===== src/rtl/irq_cmd_pkg.sv =====
package irq_cmd_pkg;
  localparam int DW  = 8;
  localparam int NIN = 8;
  localparam int NW  = $clog2(NIN);

  // address-0 byte classification bits
  localparam int B_START   = 4;
  localparam int B_CTRL    = 3;
  localparam int B_POLL    = 2;
  localparam int B_RSEL_EN = 1;
  localparam int B_RSEL    = 0;
  localparam int B_SMM_EN  = 6;
  localparam int B_SMM     = 5;
  localparam int B_MODEWD  = 0;
  // mode word bits
  localparam int B_NEST    = 4;
  localparam int B_AEOI    = 1;
  localparam int CMD_LSB   = 5;
  localparam logic [DW-1:0] BASE_KEEP = 8'hF8;
  localparam logic [DW-1:0] EMPTY_POLL = DW'(NIN - 1);

  typedef enum logic [1:0] {IS_IDLE, IS_BASE, IS_CASC, IS_MODE} init_st_t;

  typedef enum logic [2:0] {
    OP_EOI_NS     = 3'd0,
    OP_EOI_NS_ROT = 3'd1,
    OP_EOI_SP     = 3'd2,
    OP_EOI_SP_ROT = 3'd3,
    OP_SET_PRI    = 3'd4,
    OP_POLL_CLR   = 3'd5,
    OP_INIT       = 3'd6
  } pcmd_t;
endpackage


===== src/rtl/irq_init_seq.sv =====
module irq_init_seq
  import irq_cmd_pkg::*;
(
  input  logic          clk,
  input  logic          rst_n,
  input  logic          start,
  input  logic          data_we,
  input  logic [DW-1:0] wdata,
  output logic          mask_we,
  output logic [DW-1:0] vec_base,
  output logic          nested,
  output logic          auto_eoi,
  output init_st_t      state
);
  init_st_t      st_n;
  logic          mode_wd, mode_wd_n;
  logic [DW-1:0] base_n;
  logic          nest_n, aeoi_n;

  always_comb begin
    st_n      = state;
    mode_wd_n = mode_wd;
    base_n    = vec_base;
    nest_n    = nested;
    aeoi_n    = auto_eoi;
    if (start) begin
      mode_wd_n = wdata[B_MODEWD];
      st_n      = IS_BASE;
      if (!wdata[B_MODEWD]) begin
        nest_n = 1'b0;
        aeoi_n = 1'b0;
      end
    end else if (data_we) begin
      case (state)
        IS_BASE: begin
          base_n = wdata & BASE_KEEP;
          st_n   = IS_CASC;
        end
        IS_CASC: st_n = mode_wd ? IS_MODE : IS_IDLE;
        IS_MODE: begin
          nest_n = wdata[B_NEST];
          aeoi_n = wdata[B_AEOI];
          st_n   = IS_IDLE;
        end
        default: st_n = IS_IDLE;
      endcase
    end
  end

  assign mask_we = data_we && !start && (state == IS_IDLE);

  always_ff @(posedge clk or negedge rst_n) begin
    if (!rst_n) begin
      state    <= IS_IDLE;
      mode_wd  <= 1'b0;
      vec_base <= '0;
      nested   <= 1'b0;
      auto_eoi <= 1'b0;
    end else begin
      state    <= st_n;
      mode_wd  <= mode_wd_n;
      vec_base <= base_n;
      nested   <= nest_n;
      auto_eoi <= aeoi_n;
    end
  end

  // the mode-word state is only reachable with the flag recorded
  a_r3_mode_needs_flag: assert property (@(posedge clk) disable iff (!rst_n)
    (state == IS_MODE) |-> mode_wd);
  // the base only moves during the sequence
  a_r3_idle_keeps_base: assert property (@(posedge clk) disable iff (!rst_n)
    (state == IS_IDLE && !start) |=> $stable(vec_base));
endmodule


===== src/rtl/irq_op_decode.sv =====
module irq_op_decode
  import irq_cmd_pkg::*;
(
  input  logic          wr_en,
  input  logic          addr,
  input  logic [DW-1:0] wdata,
  output logic          is_start,
  output logic          is_ctrl,
  output logic          op_valid,
  output pcmd_t         op_code,
  output logic [NW-1:0] op_num,
  output logic          rot_set,
  output logic          rot_clr
);
  logic       is_cmd;
  logic [2:0] cmd;

  assign is_start = wr_en && !addr && wdata[B_START];
  assign is_ctrl  = wr_en && !addr && !wdata[B_START] && wdata[B_CTRL];
  assign is_cmd   = wr_en && !addr && !wdata[B_START] && !wdata[B_CTRL];
  assign cmd      = wdata[CMD_LSB +: 3];

  always_comb begin
    op_valid = 1'b0;
    op_code  = OP_EOI_NS;
    op_num   = '0;
    rot_set  = 1'b0;
    rot_clr  = 1'b0;
    if (is_start) begin
      op_valid = 1'b1;
      op_code  = OP_INIT;
    end else if (is_cmd) begin
      case (cmd)
        3'd0: rot_clr = 1'b1;
        3'd4: rot_set = 1'b1;
        3'd1: begin op_valid = 1'b1; op_code = OP_EOI_NS; end
        3'd5: begin op_valid = 1'b1; op_code = OP_EOI_NS_ROT; end
        3'd3: begin op_valid = 1'b1; op_code = OP_EOI_SP;     op_num = wdata[NW-1:0]; end
        3'd7: begin op_valid = 1'b1; op_code = OP_EOI_SP_ROT; op_num = wdata[NW-1:0]; end
        3'd6: begin op_valid = 1'b1; op_code = OP_SET_PRI;    op_num = wdata[NW-1:0]; end
        default: ;
      endcase
    end
  end
endmodule


===== src/rtl/irq_read_port.sv =====
module irq_read_port
  import irq_cmd_pkg::*;
(
  input  logic          clk,
  input  logic          rst_n,
  input  logic          rd_go,
  input  logic          addr,
  input  logic          rd_sel,
  input  logic          poll_armed,
  input  logic [DW-1:0] req_bits,
  input  logic [DW-1:0] isv_bits,
  input  logic [DW-1:0] mask,
  input  logic          pend_valid,
  input  logic [NW-1:0] pend_num,
  output logic [DW-1:0] rdata,
  output logic          poll_done,
  output logic          poll_take
);
  logic [DW-1:0] rdata_n;

  assign poll_done = rd_go && poll_armed;
  assign poll_take = poll_done && pend_valid;

  always_comb begin
    rdata_n = rdata;
    if (poll_done)       rdata_n = pend_valid ? DW'(pend_num) : EMPTY_POLL;
    else if (rd_go)      rdata_n = addr ? mask : (rd_sel ? isv_bits : req_bits);
  end

  always_ff @(posedge clk or negedge rst_n) begin
    if (!rst_n)     rdata <= '0;
    else if (rd_go) rdata <= rdata_n;
  end

  // an empty poll answers with the highest input number
  a_r9_empty_poll: assert property (@(posedge clk) disable iff (!rst_n)
    (poll_done && !pend_valid) |=> (rdata == EMPTY_POLL));
endmodule


===== src/rtl/irq_cmd_seq.sv =====
module irq_cmd_seq
  import irq_cmd_pkg::*;
(
  input  logic          clk,
  input  logic          rst_n,
  input  logic          wr_en,
  input  logic          rd_en,
  input  logic          addr,
  input  logic [DW-1:0] wdata,
  output logic [DW-1:0] rdata,
  input  logic [DW-1:0] req_bits,
  input  logic [DW-1:0] isv_bits,
  input  logic          pend_valid,
  input  logic [NW-1:0] pend_num,
  output logic [DW-1:0] mask_o,
  output logic [DW-1:0] vec_base_o,
  output logic          nested_o,
  output logic          auto_eoi_o,
  output logic          rot_aeoi_o,
  output logic          spec_mask_o,
  output logic          cmd_stb,
  output logic [2:0]    cmd_op,
  output logic [NW-1:0] cmd_num
);
  logic          is_start, is_ctrl, op_valid, rot_set, rot_clr;
  pcmd_t         op_code;
  logic [NW-1:0] op_num;
  logic          mask_we, poll_done, poll_take, rd_go;
  init_st_t      init_state;

  logic [DW-1:0] mask_q, mask_n;
  logic          smm_q, smm_n, rsel_q, rsel_n, poll_q, poll_n, rot_q, rot_n;
  logic          stb_q, stb_n;
  pcmd_t         op_q, op_n;
  logic [NW-1:0] num_q, num_n;

  assign rd_go = rd_en && !wr_en;

  irq_op_decode u_dec (
    .wr_en(wr_en), .addr(addr), .wdata(wdata),
    .is_start(is_start), .is_ctrl(is_ctrl), .op_valid(op_valid),
    .op_code(op_code), .op_num(op_num), .rot_set(rot_set), .rot_clr(rot_clr)
  );

  irq_init_seq u_init (
    .clk(clk), .rst_n(rst_n), .start(is_start), .data_we(wr_en && addr),
    .wdata(wdata), .mask_we(mask_we), .vec_base(vec_base_o),
    .nested(nested_o), .auto_eoi(auto_eoi_o), .state(init_state)
  );

  irq_read_port u_rd (
    .clk(clk), .rst_n(rst_n), .rd_go(rd_go), .addr(addr), .rd_sel(rsel_q),
    .poll_armed(poll_q), .req_bits(req_bits), .isv_bits(isv_bits),
    .mask(mask_q), .pend_valid(pend_valid), .pend_num(pend_num),
    .rdata(rdata), .poll_done(poll_done), .poll_take(poll_take)
  );

  always_comb begin
    mask_n = mask_q;
    smm_n  = smm_q;
    rsel_n = rsel_q;
    poll_n = poll_q;
    rot_n  = rot_q;
    if (is_start) begin
      mask_n = '0;
      smm_n  = 1'b0;
      rsel_n = 1'b0;
    end else if (mask_we) begin
      mask_n = wdata;
    end else if (is_ctrl) begin
      if (wdata[B_POLL])    poll_n = 1'b1;
      if (wdata[B_RSEL_EN]) rsel_n = wdata[B_RSEL];
      if (wdata[B_SMM_EN])  smm_n  = wdata[B_SMM];
    end
    if (rot_set)      rot_n = 1'b1;
    else if (rot_clr) rot_n = 1'b0;
    if (poll_done)    poll_n = 1'b0;
    stb_n = op_valid || poll_take;
    op_n  = poll_take ? OP_POLL_CLR : op_code;
    num_n = poll_take ? pend_num : op_num;
  end

  always_ff @(posedge clk or negedge rst_n) begin
    if (!rst_n) begin
      mask_q <= '0;
      smm_q  <= 1'b0;
      rsel_q <= 1'b0;
      poll_q <= 1'b0;
      rot_q  <= 1'b0;
      stb_q  <= 1'b0;
      op_q   <= OP_EOI_NS;
      num_q  <= '0;
    end else begin
      mask_q <= mask_n;
      smm_q  <= smm_n;
      rsel_q <= rsel_n;
      poll_q <= poll_n;
      rot_q  <= rot_n;
      stb_q  <= stb_n;
      if (stb_n) begin
        op_q  <= op_n;
        num_q <= num_n;
      end
    end
  end

  assign mask_o      = mask_q;
  assign spec_mask_o = smm_q;
  assign rot_aeoi_o  = rot_q;
  assign cmd_stb     = stb_q;
  assign cmd_op      = op_q;
  assign cmd_num     = num_q;

  // a start byte clears the mask and signals init
  a_r2_start_clears: assert property (@(posedge clk) disable iff (!rst_n)
    (wr_en && !addr && wdata[B_START]) |=> (mask_o == '0 && cmd_stb && cmd_op == OP_INIT));
  // no write, no mask change
  a_r4_mask_quiet: assert property (@(posedge clk) disable iff (!rst_n)
    !wr_en |=> $stable(mask_o));
  // a poll is consumed by exactly one read
  a_r9_poll_once: assert property (@(posedge clk) disable iff (!rst_n)
    (rd_en && !wr_en && poll_q) |=> !poll_q);
  // a colliding read leaves read data alone
  a_r10_write_wins: assert property (@(posedge clk) disable iff (!rst_n)
    (wr_en && rd_en) |=> $stable(rdata));
  // a strobe always follows a host access
  a_r7_stb_caused: assert property (@(posedge clk) disable iff (!rst_n)
    cmd_stb |-> $past(wr_en || rd_en));
endmodule


===== config.mk =====
export PLATFORM = sky130hd
export DESIGN_NAME = irq_cmd_seq
export DESIGN_NICKNAME = d
export VERILOG_FILES = /design/src/rtl/irq_cmd_pkg.sv /design/src/rtl/irq_init_seq.sv /design/src/rtl/irq_op_decode.sv /design/src/rtl/irq_read_port.sv /design/src/rtl/irq_cmd_seq.sv
export SDC_FILE = /design/constraint.sdc
export NUM_CORES = 1
export LEC_CHECK = 0
export ABC_AREA = 1
export BUFFER_PORTS_ARGS = -buffer_cell sky130_fd_sc_hd__buf_4
export CORE_ASPECT_RATIO = 0.9
export CORE_MARGIN = 2
export CORE_UTILIZATION = 50
export CTS_BUF_LIST = sky130_fd_sc_hd__clkbuf_2
export DETAILED_ROUTE_END_ITERATION = 10
export PLACE_DENSITY = 0.88
export SLEW_MARGIN = 20
export SYNTH_ARGS = -nofsm -noshare
export SYNTH_HDL_FRONTEND = slang
export SYNTH_HIERARCHICAL = 1
export SYNTH_SLANG_ARGS = --single-unit

===== constraint.sdc =====
create_clock -name clk -period 1.55 [get_ports clk]
set_clock_uncertainty 0.1 [all_clocks]
set_input_delay 0.0775 -clock clk [delete_from_list [all_inputs] [get_ports clk]]
set_output_delay 0.0775 -clock clk [all_outputs]
set_load 0.05 [all_outputs]

==> impl_metrics.env, run 1 <==
export IMPL_die_w_um=72.83
export IMPL_diodes=0
export IMPL_start_util=0.5233
export IMPL_postSynthRegisterBits=37
export IMPL_worst_path_max_fanout=10
export IMPL_critical_path_slowest_cell="sky130_fd_sc_hd__dlygate4sd3_1"
export IMPL_path_common_cell="sky130_fd_sc_hd__inv_1"
export IMPL_final_critical_period_ns=1.481
export IMPL_gp_congestion=0.8017
export IMPL_layout_area_seq_um2=925.9
export IMPL_fp_row_count=22
export IMPL_port_buffer_count=64
export IMPL_yosysWarningCount=6
export IMPL_multi_input_area_um2=975.9
export IMPL_drt_pass1_iter_count=6
export IMPL_avgViaCountPerCell=4.925
export IMPL_worstSetupStartpoint="addr"
export IMPL_critical_path_top_delay_family="buffers and inverters"
export IMPL_reg2reg_setup_slack_ns=0.10
export IMPL_core_area_um2=4074
export IMPL_fmax_ghz=0.6754
export IMPL_root_buffer="sky130_fd_sc_hd__clkbuf_2"
export IMPL_global_route_wire_length_before_repair_um=9321
export IMPL_final_layout_size_suffix_gt1_frac=0.2581
export IMPL_wl_um=5650
export IMPL_post_route_period_util=0.9552
export IMPL_worst_ir_drop_on_vdd_mv=0.7709
export IMPL_drv_max_cap_violation_count=0
export IMPL_tritoncts_clock_tree="yes"
export IMPL_worst_hold_path_type="in -> async"
export IMPL_cts_htree_levels=2
export IMPL_timing_critical_path_buf_inv=6
export IMPL_rsz0062_at_grt="yes"
export IMPL_fin_setup_tns_ns=0
export IMPL_clock_sinks=37
export IMPL_count_of_unresolved_drc_violations_after_routing=0
export IMPL_fin_hold_ws_ns=0.02598
export IMPL_io_pins=68
export IMPL_fillCellCount=310
export IMPL_total_leakage_power_nw=1.728
export IMPL_place_hpwl_um=3763
export IMPL_crit_chain="dlygate4sd3_1, buf_4, inv_1, nand3_1, inv_1, inv_1, and3_4, inv_8, nand3_2, nand2_1, nand2_1, nor2_1"
export IMPL_grt_antenna_before_repair=0
export IMPL_worstSetupPathDepth=12
export IMPL_gr_usage_all_layers=0.2542
export IMPL_numPlacedInstances=410
export IMPL_ys_types=23
export IMPL_die_y_um=65.95
export IMPL_synth_area_um2=2132
export IMPL_cts_reportedPaths_clkPinSlew_ns=0.22
export IMPL_nNetsFinal=439
export IMPL_max_stage_delay_ns=0.54
export IMPL_endpoint="rsel_q$_DFFE_PN0P_"
export IMPL_route_detailed_wl_per_inst_um=12.53
export IMPL_area_growth_pct=41.55
export IMPL_arrival_ns=1.76
export IMPL_drv_slew=0
export IMPL_rr_endpoint="rsel_q$_DFFE_PN0P_"
export IMPL_synth_main_ff_cell="sky130_fd_sc_hd__dfrtp_1"
export IMPL_pwr_density_cell_nw_per_um2=1147
export IMPL_final_antenna_net_count=0
export IMPL_clk_latency_ns=0.42
export IMPL_cts_made_buffers=5
export IMPL_worstRegToRegCells=8
export IMPL_grt_overflow_total=0
export IMPL_setup_worst_path_end_class="flip-flop"
export IMPL_synth_enable_flop_cells=0
export IMPL_grt_start_max_net_pins=38
export IMPL_first_global_vias=2116
export IMPL_design_die_area_um2=4803
export IMPL_clockBufferDepth=2
export IMPL_routed_via_count=2221
export IMPL_rr_startpoint="u_init/state[0]$_DFFE_PN0P_"
export IMPL_cp_start_kind="primary input"
export IMPL_detailedRoute_firstIterationViolations=111
export IMPL_run_status="completed"
export IMPL_final_cell_count_no_fill=451
export IMPL_seq_area_frac_synth=0.4343
export IMPL_post_layout_total_power_mw=3.461
export IMPL_post_synthesis_async_set_or_reset_flop_share=1.000
export IMPL_report_final_hold_viol_count=0
export IMPL_path_class="in -> reg"
export IMPL_timing_final_setup_violations=0
export IMPL_endpoint_required_time_on_the_critical_path_ns=1.83
export IMPL_syn_inst=301
export IMPL_postSynthAreaPerCell_um2=7.083
cells in the mapped netlist, types with 2 or more instances:
cell                      number  share of area
sky130_fd_sc_hd__dfrtp_1      37           0.43
sky130_fd_sc_hd__nor2_2        7          0.021
sky130_fd_sc_hd__buf_4         5          0.018
sky130_fd_sc_hd__inv_1        39          0.069
sky130_fd_sc_hd__ha_1          4          0.023
sky130_fd_sc_hd__buf_6         3          0.016
sky130_fd_sc_hd__o21ai_0       2         0.0047
sky130_fd_sc_hd__inv_2         5         0.0088
sky130_fd_sc_hd__nand2_1     114           0.20
sky130_fd_sc_hd__nor2_1       32          0.056
sky130_fd_sc_hd__nand3_1      35          0.082
sky130_fd_sc_hd__nor2_4        3          0.016
sky130_fd_sc_hd__a31oi_1       3         0.0088
sky130_fd_sc_hd__nand3_2       3          0.014
what timing repair did:
action | 4_1_cts | 5_1_grt
setup buffers | 0 | 3
hold endpoints to repair | 70 | 0
endpoints found under the setup margin | 0 | 5
hold buffers | 30 | 0
gates resized for setup | 0 | 6
layout make-up:
| cell class | count | share of cell area |
|---|---|---|
| Clock inverter | 3 | 0.007463 |
| Clock buffer | 5 | 0.008292 |
| Inverter | 46 | 0.06053 |
| Timing Repair Buffer | 100 | 0.2736 |
| Multi-Input combinational cell | 212 | 0.3234 |
| Sequential cell | 37 | 0.3068 |
| Tap cell | 48 | 0.01990 |
worst min path at each step:
| stage | from | to | slack, ns | cells after the start |
|---|---|---|---|---|
| 2_1_floorplan | rst_n | cmd_num[0]$_DFFE_PN0P_ | -0.32 | 0 |
| 3_3_place_gp | rst_n | u_rd/rdata[2]$_DFFE_PN0P_ | -0.04 | 1 |
| 3_5_place_dp | rst_n | u_rd/rdata[1]$_DFFE_PN0P_ | -0.03 | 1 |
| 4_1_cts | wr_en | cmd_op[1]$_DFFE_PN0P_ | 0.01 | 5 |
| 5_1_grt | rst_n | u_init/vec_base[6]$_DFFE_PN0P_ | 0.03 | 2 |
| 6_report | rst_n | u_rd/rdata[5]$_DFFE_PN0P_ | 0.03 | 2 |
metal layers:
metal	part of all wire	GRT usage
met2	0.49	0.4523
met4	0.013	0.08333
met1	0.43	0.2962
met3	0.066	0.06707
met5	0	0
stage by stage:
step                      setup WS, ns  instance area, um^2    util
after CTS                      0.01634                 2979  0.7313
after detailed placement       0.04949                 2631  0.6459
after floorplan                 0.1457                 2140       -
final                          0.06946                 3018  0.7408
after global placement          0.1295                 2631  0.6459
after global routing         -0.009813                 3018  0.7408
cells by family after synthesis:
kind of cell,after synthesis,share of synthesized area
DFF,37,0.4343
other,1,0.001759
buffers and inverters,54,0.1191
AOI/OAI and AO/OA,9,0.02523
and+or+nand+nor,196,0.3961
adders and majority gates,4,0.02348
sequential cells by signal, indices dropped and copies added, names as in the netlist:
name,cells
cmd_num,3
cmd_op,3
cmd_stb,1
mask_o,8
poll_q,1
rot_aeoi_o,1
rsel_q,1
spec_mask_o,1
u_init/auto_eoi,1
u_init/mode_wd,1
u_init/nested,1
u_init/state,2
u_init/vec_base,5
u_rd/rdata,8
layout by cell type, fill, tap and decap left out, types with 4 or more instances in the layout:
master | synthesis | final
sky130_fd_sc_hd__nand3_1 | 35 | 35
sky130_fd_sc_hd__nor2_2 | 7 | 9
sky130_fd_sc_hd__inv_1 | 39 | 38
sky130_fd_sc_hd__nor2_4 | 3 | 4
sky130_fd_sc_hd__dfrtp_1 | 37 | 37
sky130_fd_sc_hd__dlygate4sd3_1 | 0 | 30
sky130_fd_sc_hd__nand2_1 | 114 | 114
sky130_fd_sc_hd__nor2_1 | 32 | 29
sky130_fd_sc_hd__ha_1 | 4 | 4
sky130_fd_sc_hd__inv_2 | 5 | 6
sky130_fd_sc_hd__clkbuf_2 | 0 | 5
sky130_fd_sc_hd__buf_4 | 5 | 70
where the power goes:
part	internal [mW]	switching (mW)	total, mW	leakage (nW)
Clock	0.114	0.351	0.465	0.0329
Combinational	0.531	1.13	1.66	1.22
Sequential	1.18	0.161	1.34	0.473
Total	1.82	1.64	3.46	1.73
Power figures use the tool's default switching activity.
==> run 2, diff against run 1 <==
- BUFFER_PORTS_ARGS: -buffer_cell sky130_fd_sc_hd__buf_4 -> unset
- CELL_PAD_IN_SITES_DETAIL_PLACEMENT: unset -> 1
- CELL_PAD_IN_SITES_GLOBAL_PLACEMENT: unset -> 1
- CORE_UTILIZATION: 50 -> 33
- DONT_BUFFER_PORTS: unset -> 1
- PLACE_DENSITY: 0.88 -> 0.71
==> run 2 against run 1 <==
Die area rose by 48%. Critical path depth decreased by 4. Flip-flop and latch count unchanged. Design area is 9.5% lower. Non-clock buffer count shrank 48. First-iteration DRC count decreased by 25%. Sequential power rose by 30%. Largest power group is now registers. Highest routed layer unchanged.
==> impl_metrics.env, run 2 (synthesis results as in run 1) <==
export IMPL_cts_reportedPaths_clkPinSlew_ns=0.22
export IMPL_count_of_unresolved_drc_violations_after_routing=0
export IMPL_multi_input_area_um2=965.9
export IMPL_worst_ir_drop_on_vdd_mv=0.6546
export IMPL_final_critical_period_ns=1.461
export IMPL_clock_sinks=37
export IMPL_cp_start_kind="primary input"
export IMPL_first_global_vias=2159
export IMPL_wl_um=6281
export IMPL_timing_final_setup_violations=0
export IMPL_drv_slew=0
export IMPL_io_pins=68
export IMPL_gr_usage_all_layers=0.1828
export IMPL_fp_row_count=27
export IMPL_worst_path_max_fanout=8
export IMPL_total_leakage_power_nw=1.503
export IMPL_clk_latency_ns=0.40
export IMPL_grt_antenna_before_repair=0
export IMPL_worst_hold_path_type="in -> reg"
export IMPL_diodes=0
export IMPL_fillCellCount=815
export IMPL_global_route_wire_length_before_repair_um=10030
export IMPL_root_buffer="sky130_fd_sc_hd__clkbuf_2"
export IMPL_arrival_ns=1.65
export IMPL_layout_cells_most_common="sky130_fd_sc_hd__nand2_1"
export IMPL_final_layout_size_suffix_gt1_frac=0.1380
export IMPL_grt_start_max_net_pins=38
export IMPL_routed_via_count=2010
export IMPL_final_antenna_net_count=0
export IMPL_fin_hold_ws_ns=0.03776
export IMPL_drv_max_cap_violation_count=0
export IMPL_detailedRoute_firstIterationViolations=83
export IMPL_grt_overflow_total=0
export IMPL_gp_congestion=0.8092
export IMPL_run_status="completed"
export IMPL_nNetsFinal=391
export IMPL_port_buffer_count=0
export IMPL_path_class="in -> reg"
export IMPL_pwr_density_cell_nw_per_um2=1234
export IMPL_layout_area_seq_um2=925.9
export IMPL_die_y_um=80.26
export IMPL_clockBufferDepth=2
export IMPL_start_util=0.3449
export IMPL_place_hpwl_um=4252
export IMPL_drt_pass1_iter_count=4
export IMPL_report_final_hold_viol_count=0
export IMPL_core_area_um2=6182
export IMPL_tritoncts_clock_tree="yes"
export IMPL_final_core_utilization=0.4420
export IMPL_dpl_instance_area_um2=2312
export IMPL_avgViaCountPerCell=4.548
export IMPL_cts_htree_levels=2
export IMPL_endpoint_required_time_on_the_critical_path_ns=1.74
export IMPL_area_growth_pct=28.17
export IMPL_rsz0062_at_grt="yes"
export IMPL_final_design_area_no_fill_um2=2733
export IMPL_post_layout_total_power_mw=3.372
export IMPL_cts_made_buffers=5
export IMPL_design_die_area_um2=7121
export IMPL_post_route_period_util=0.9427
export IMPL_fmax_ghz=0.6843
export IMPL_setup_worst_path_end_class="flip-flop"
export IMPL_die_w_um=88.73
export IMPL_route_detailed_wl_per_inst_um=14.21
export IMPL_layout_common_cells="sky130_fd_sc_hd__nand2_1 (114), sky130_fd_sc_hd__inv_1 (39), sky130_fd_sc_hd__dfrtp_1 (37), sky130_fd_sc_hd__nand3_1 (35), sky130_fd_sc_hd__dlygate4sd3_1 (33)"
-- run 2: layout make-up --
cell class,count,area share
flip-flops and latches,37,0.3388
inverters,46,0.06685
repair buffers,52,0.1777
well taps,87,0.03984
clock buffers,6,0.01099
clock inverters,2,0.01236
multi-input cells,212,0.3535
-- run 2: worst paths after layout --
path | to | depth (start not counted) | slack [ns] | startpoint
min in group asynchronous | mask_o[2]$_DFFE_PN0P_ | 3 | 0.56 | rst_n
hold reg to reg | u_rd/rdata[0]$_DFFE_PN0P_ | 2 | 0.41 | u_rd/rdata[0]$_DFFE_PN0P_
max in group asynchronous | poll_q$_DFFE_PN0P_ | 3 | 0.57 | rst_n
setup / recovery | u_init/vec_base[4]$_DFFE_PN0P_ | 8 | 0.09 | wr_en
hold / removal | cmd_num[2]$_DFFE_PN0P_ | 6 | 0.04 | rd_en
setup reg to reg | spec_mask_o$_DFFE_PN0P_ | 8 | 0.11 | u_init/state[0]$_DFFE_PN0P_
-- run 2: worst max-delay path, stage by stage --
cell	delay, ns
sky130_fd_sc_hd__dlygate4sd3_1	0.61
sky130_fd_sc_hd__nand3_1	0.19
sky130_fd_sc_hd__inv_1	0.08
sky130_fd_sc_hd__buf_4	0.18
sky130_fd_sc_hd__nor2_4	0.18
sky130_fd_sc_hd__nand2_1	0.17
sky130_fd_sc_hd__nand2_1	0.09
sky130_fd_sc_hd__o21ai_1	0.07
-- run 2: routing by layer --
metal	vias to the layer above	global-route usage	wire length [um]
met3	4	0.04625	327
met5	-	0	0
met4	0	0.03182	36
li1	1015	-	-
met2	52	0.3246	3067
met1	939	0.2239	2850
-- run 2: power breakdown --
group	internal (mW)	switching, mW	leakage (nW)	total, mW
logic	0.342	0.677	0.990	1.02
registers	1.17	0.573	0.473	1.74
clock network	0.275	0.333	0.0406	0.608
total	1.79	1.58	1.50	3.37
-- run 2: per-stage QoR --
| stage | TNS (ns) | setup slack, ns | cells |
|---|---|---|---|
| after floorplan | 0 | 0.1457 | 303 |
| final | 0 | 0.08875 | 442 |
| after global placement | 0 | 0.1208 | 400 |
| after detailed placement | 0 | 0.04868 | 400 |
| after global routing | -0.04036 | -0.04036 | 442 |
| after CTS | 0 | 0.01354 | 441 |
-- run 2: timing repair --
item,CTS,global route
endpoints found under the setup margin,0,8
hold buffers,33,1
buffers inserted,0,0
hold endpoints to repair,74,4
resized for setup,0,2
==> run 3, diff against run 2 <==
- clock period: 1.55 -> 1.54 ns (I/O delays scaled with it)
==> run 3 against run 2 <==
Design area increased by 1.7%. Wire length rose by 1.4%. Clock-buffer cell count did not move. Hold slack gained 0.0094 ns. Register-to-register slack got worse by 0.03 ns. Die area unchanged. Largest cell class unchanged.
==> impl_metrics.env, run 3 (synthesis results as in run 1) <==
export IMPL_fin_hold_ws_ns=0.04719
export IMPL_worst_path_max_fanout=5
export IMPL_timing_final_setup_violations=0
export IMPL_nNetsFinal=396
export IMPL_grt_overflow_total=0
export IMPL_rr_startpoint="u_init/state[1]$_DFFE_PN0P_"
export IMPL_routed_via_count=2068
export IMPL_io_pins=68
export IMPL_met1_usage=0.2239
export IMPL_gp_congestion=0.8092
export IMPL_count_of_unresolved_drc_violations_after_routing=0
export IMPL_arrival_ns=1.64
export IMPL_drv_max_cap_violation_count=0
export IMPL_detailedRoute_firstIterationViolations=79
export IMPL_final_layout_size_suffix_gt1_frac=0.1611
export IMPL_worst_ir_drop_on_vdd_mv=0.6577
export IMPL_drv_slew=0
export IMPL_globalRoute_busiestLayer="met2"
export IMPL_area_growth_pct=30.40
export IMPL_run_status="completed"
export IMPL_fin_setup_tns_ns=0
export IMPL_dpl_instance_area_um2=2312
export IMPL_worst_hold_path_type="in -> reg"
export IMPL_gr_usage_met3=0.04625
export IMPL_port_buffer_count=0
export IMPL_first_global_vias=2159
export IMPL_hold_path_startpoint="rd_en"
export IMPL_layout_cells_most_common="sky130_fd_sc_hd__nand2_1"
export IMPL_tritoncts_clock_tree="yes"
export IMPL_die_w_um=88.73
export IMPL_wl_um=6372
export IMPL_grt_antenna_before_repair=0
export IMPL_gr_met2_demand_resource=0.3246
export IMPL_avgViaCountPerCell=4.626
export IMPL_setup_worst_path_end_class="flip-flop"
export IMPL_root_buffer="sky130_fd_sc_hd__clkbuf_2"
export IMPL_route_detailed_wl_per_inst_um=14.26
export IMPL_die_y_um=80.26
export IMPL_layout_common_cells="sky130_fd_sc_hd__nand2_1 (114), sky130_fd_sc_hd__inv_1 (37), sky130_fd_sc_hd__dfrtp_1 (37), sky130_fd_sc_hd__nand3_1 (34), sky130_fd_sc_hd__dlygate4sd3_1 (32)"
export IMPL_fp_row_count=27
export IMPL_final_design_area_no_fill_um2=2780
export IMPL_cp_start_kind="primary input"
export IMPL_global_route_wire_length_before_repair_um=10030
export IMPL_clock_sinks=37
export IMPL_cts_made_buffers=5
export IMPL_post_route_period_util=0.9483
export IMPL_cts_htree_levels=2
export IMPL_multi_input_area_um2=980.9
export IMPL_gr_usage_all_layers=0.1828
export IMPL_clockBufferDepth=2
export IMPL_design_die_area_um2=7121
export IMPL_drt_pass1_iter_count=4
export IMPL_final_antenna_net_count=0
export IMPL_worstSetupStartpoint="wr_en"
export IMPL_layout_area_seq_um2=925.9
export IMPL_final_setup_worst_slack_ns=0.07958
export IMPL_post_layout_total_power_mw=3.433
export IMPL_fillCellCount=814
export IMPL_core_area_um2=6182
export IMPL_clk_latency_ns=0.39
export IMPL_start_util=0.3449
export IMPL_grt_start_max_net_pins=38
export IMPL_final_critical_period_ns=1.460
export IMPL_cts_reportedPaths_clkPinSlew_ns=0.21
export IMPL_fmax_ghz=0.6847
export IMPL_place_hpwl_um=4252
export IMPL_pwr_density_cell_nw_per_um2=1235
export IMPL_pre_cts_slack_ns=0.03868
export IMPL_endpoint_required_time_on_the_critical_path_ns=1.72
export IMPL_diodes=0
export IMPL_path_class="in -> reg"
export IMPL_total_leakage_power_nw=1.534
export IMPL_report_final_hold_viol_count=0
-- run 3: power breakdown --
group	switching, mW	internal (mW)	total, mW
clock network	0.337	0.277	0.614
registers	0.579	1.18	1.76
logic	0.692	0.369	1.06
-- run 3: critical path, cell delays in order --
cell and delay (ns):
sky130_fd_sc_hd__dlygate4sd3_1 0.62, sky130_fd_sc_hd__nor2_1 0.29, sky130_fd_sc_hd__nand2_1 0.13, sky130_fd_sc_hd__nor2_2 0.23
sky130_fd_sc_hd__nor2_2 0.13, sky130_fd_sc_hd__nand2_1 0.08, sky130_fd_sc_hd__nand3_1 0.08
-- run 3: path summary, 6_finish.rpt --
path	end	slack, ns	cells past startpoint
worst max-delay path	cmd_num[1]$_DFFE_PN0P_	0.08	7
max in group asynchronous	poll_q$_DFFE_PN0P_	0.55	3
worst min-delay path	cmd_num[2]$_DFFE_PN0P_	0.05	6
worst min register to register	u_rd/rdata[0]$_DFFE_PN0P_	0.41	2
worst max register to register	mask_o[5]$_DFFE_PN0P_	0.08	7
min in group asynchronous	mask_o[2]$_DFFE_PN0P_	0.57	3
-- run 3: final cells by class --
cell class	count	share of cell area
multi-input combinational	213	0.3528
sequential	37	0.3330
timing repair buffer	56	0.1863
inverter	46	0.06571
tap	87	0.03915
clock inverter	2	0.01215
clock buffer	6	0.01080
-- run 3: routing by layer --
metal  wire, um  up-vias
li1           -     1028
met1       2881      979
met2       3104       57
met3        354        4
met4         32        0
met5          0        -
-- run 3: what timing repair did --
item	4_1_cts	5_1_grt
resized for setup	0	7
endpoints found under the hold margin	74	6
buffers inserted	0	4
hold buffers	33	1
setup endpoints to repair	0	8
-- run 3: through the flow --
step                utilization  instances
detailed placement       0.3740        400
CTS                      0.4394        441
finish                   0.4497        447
global route             0.4497        447
global placement         0.3740        400
floorplan                     -        303
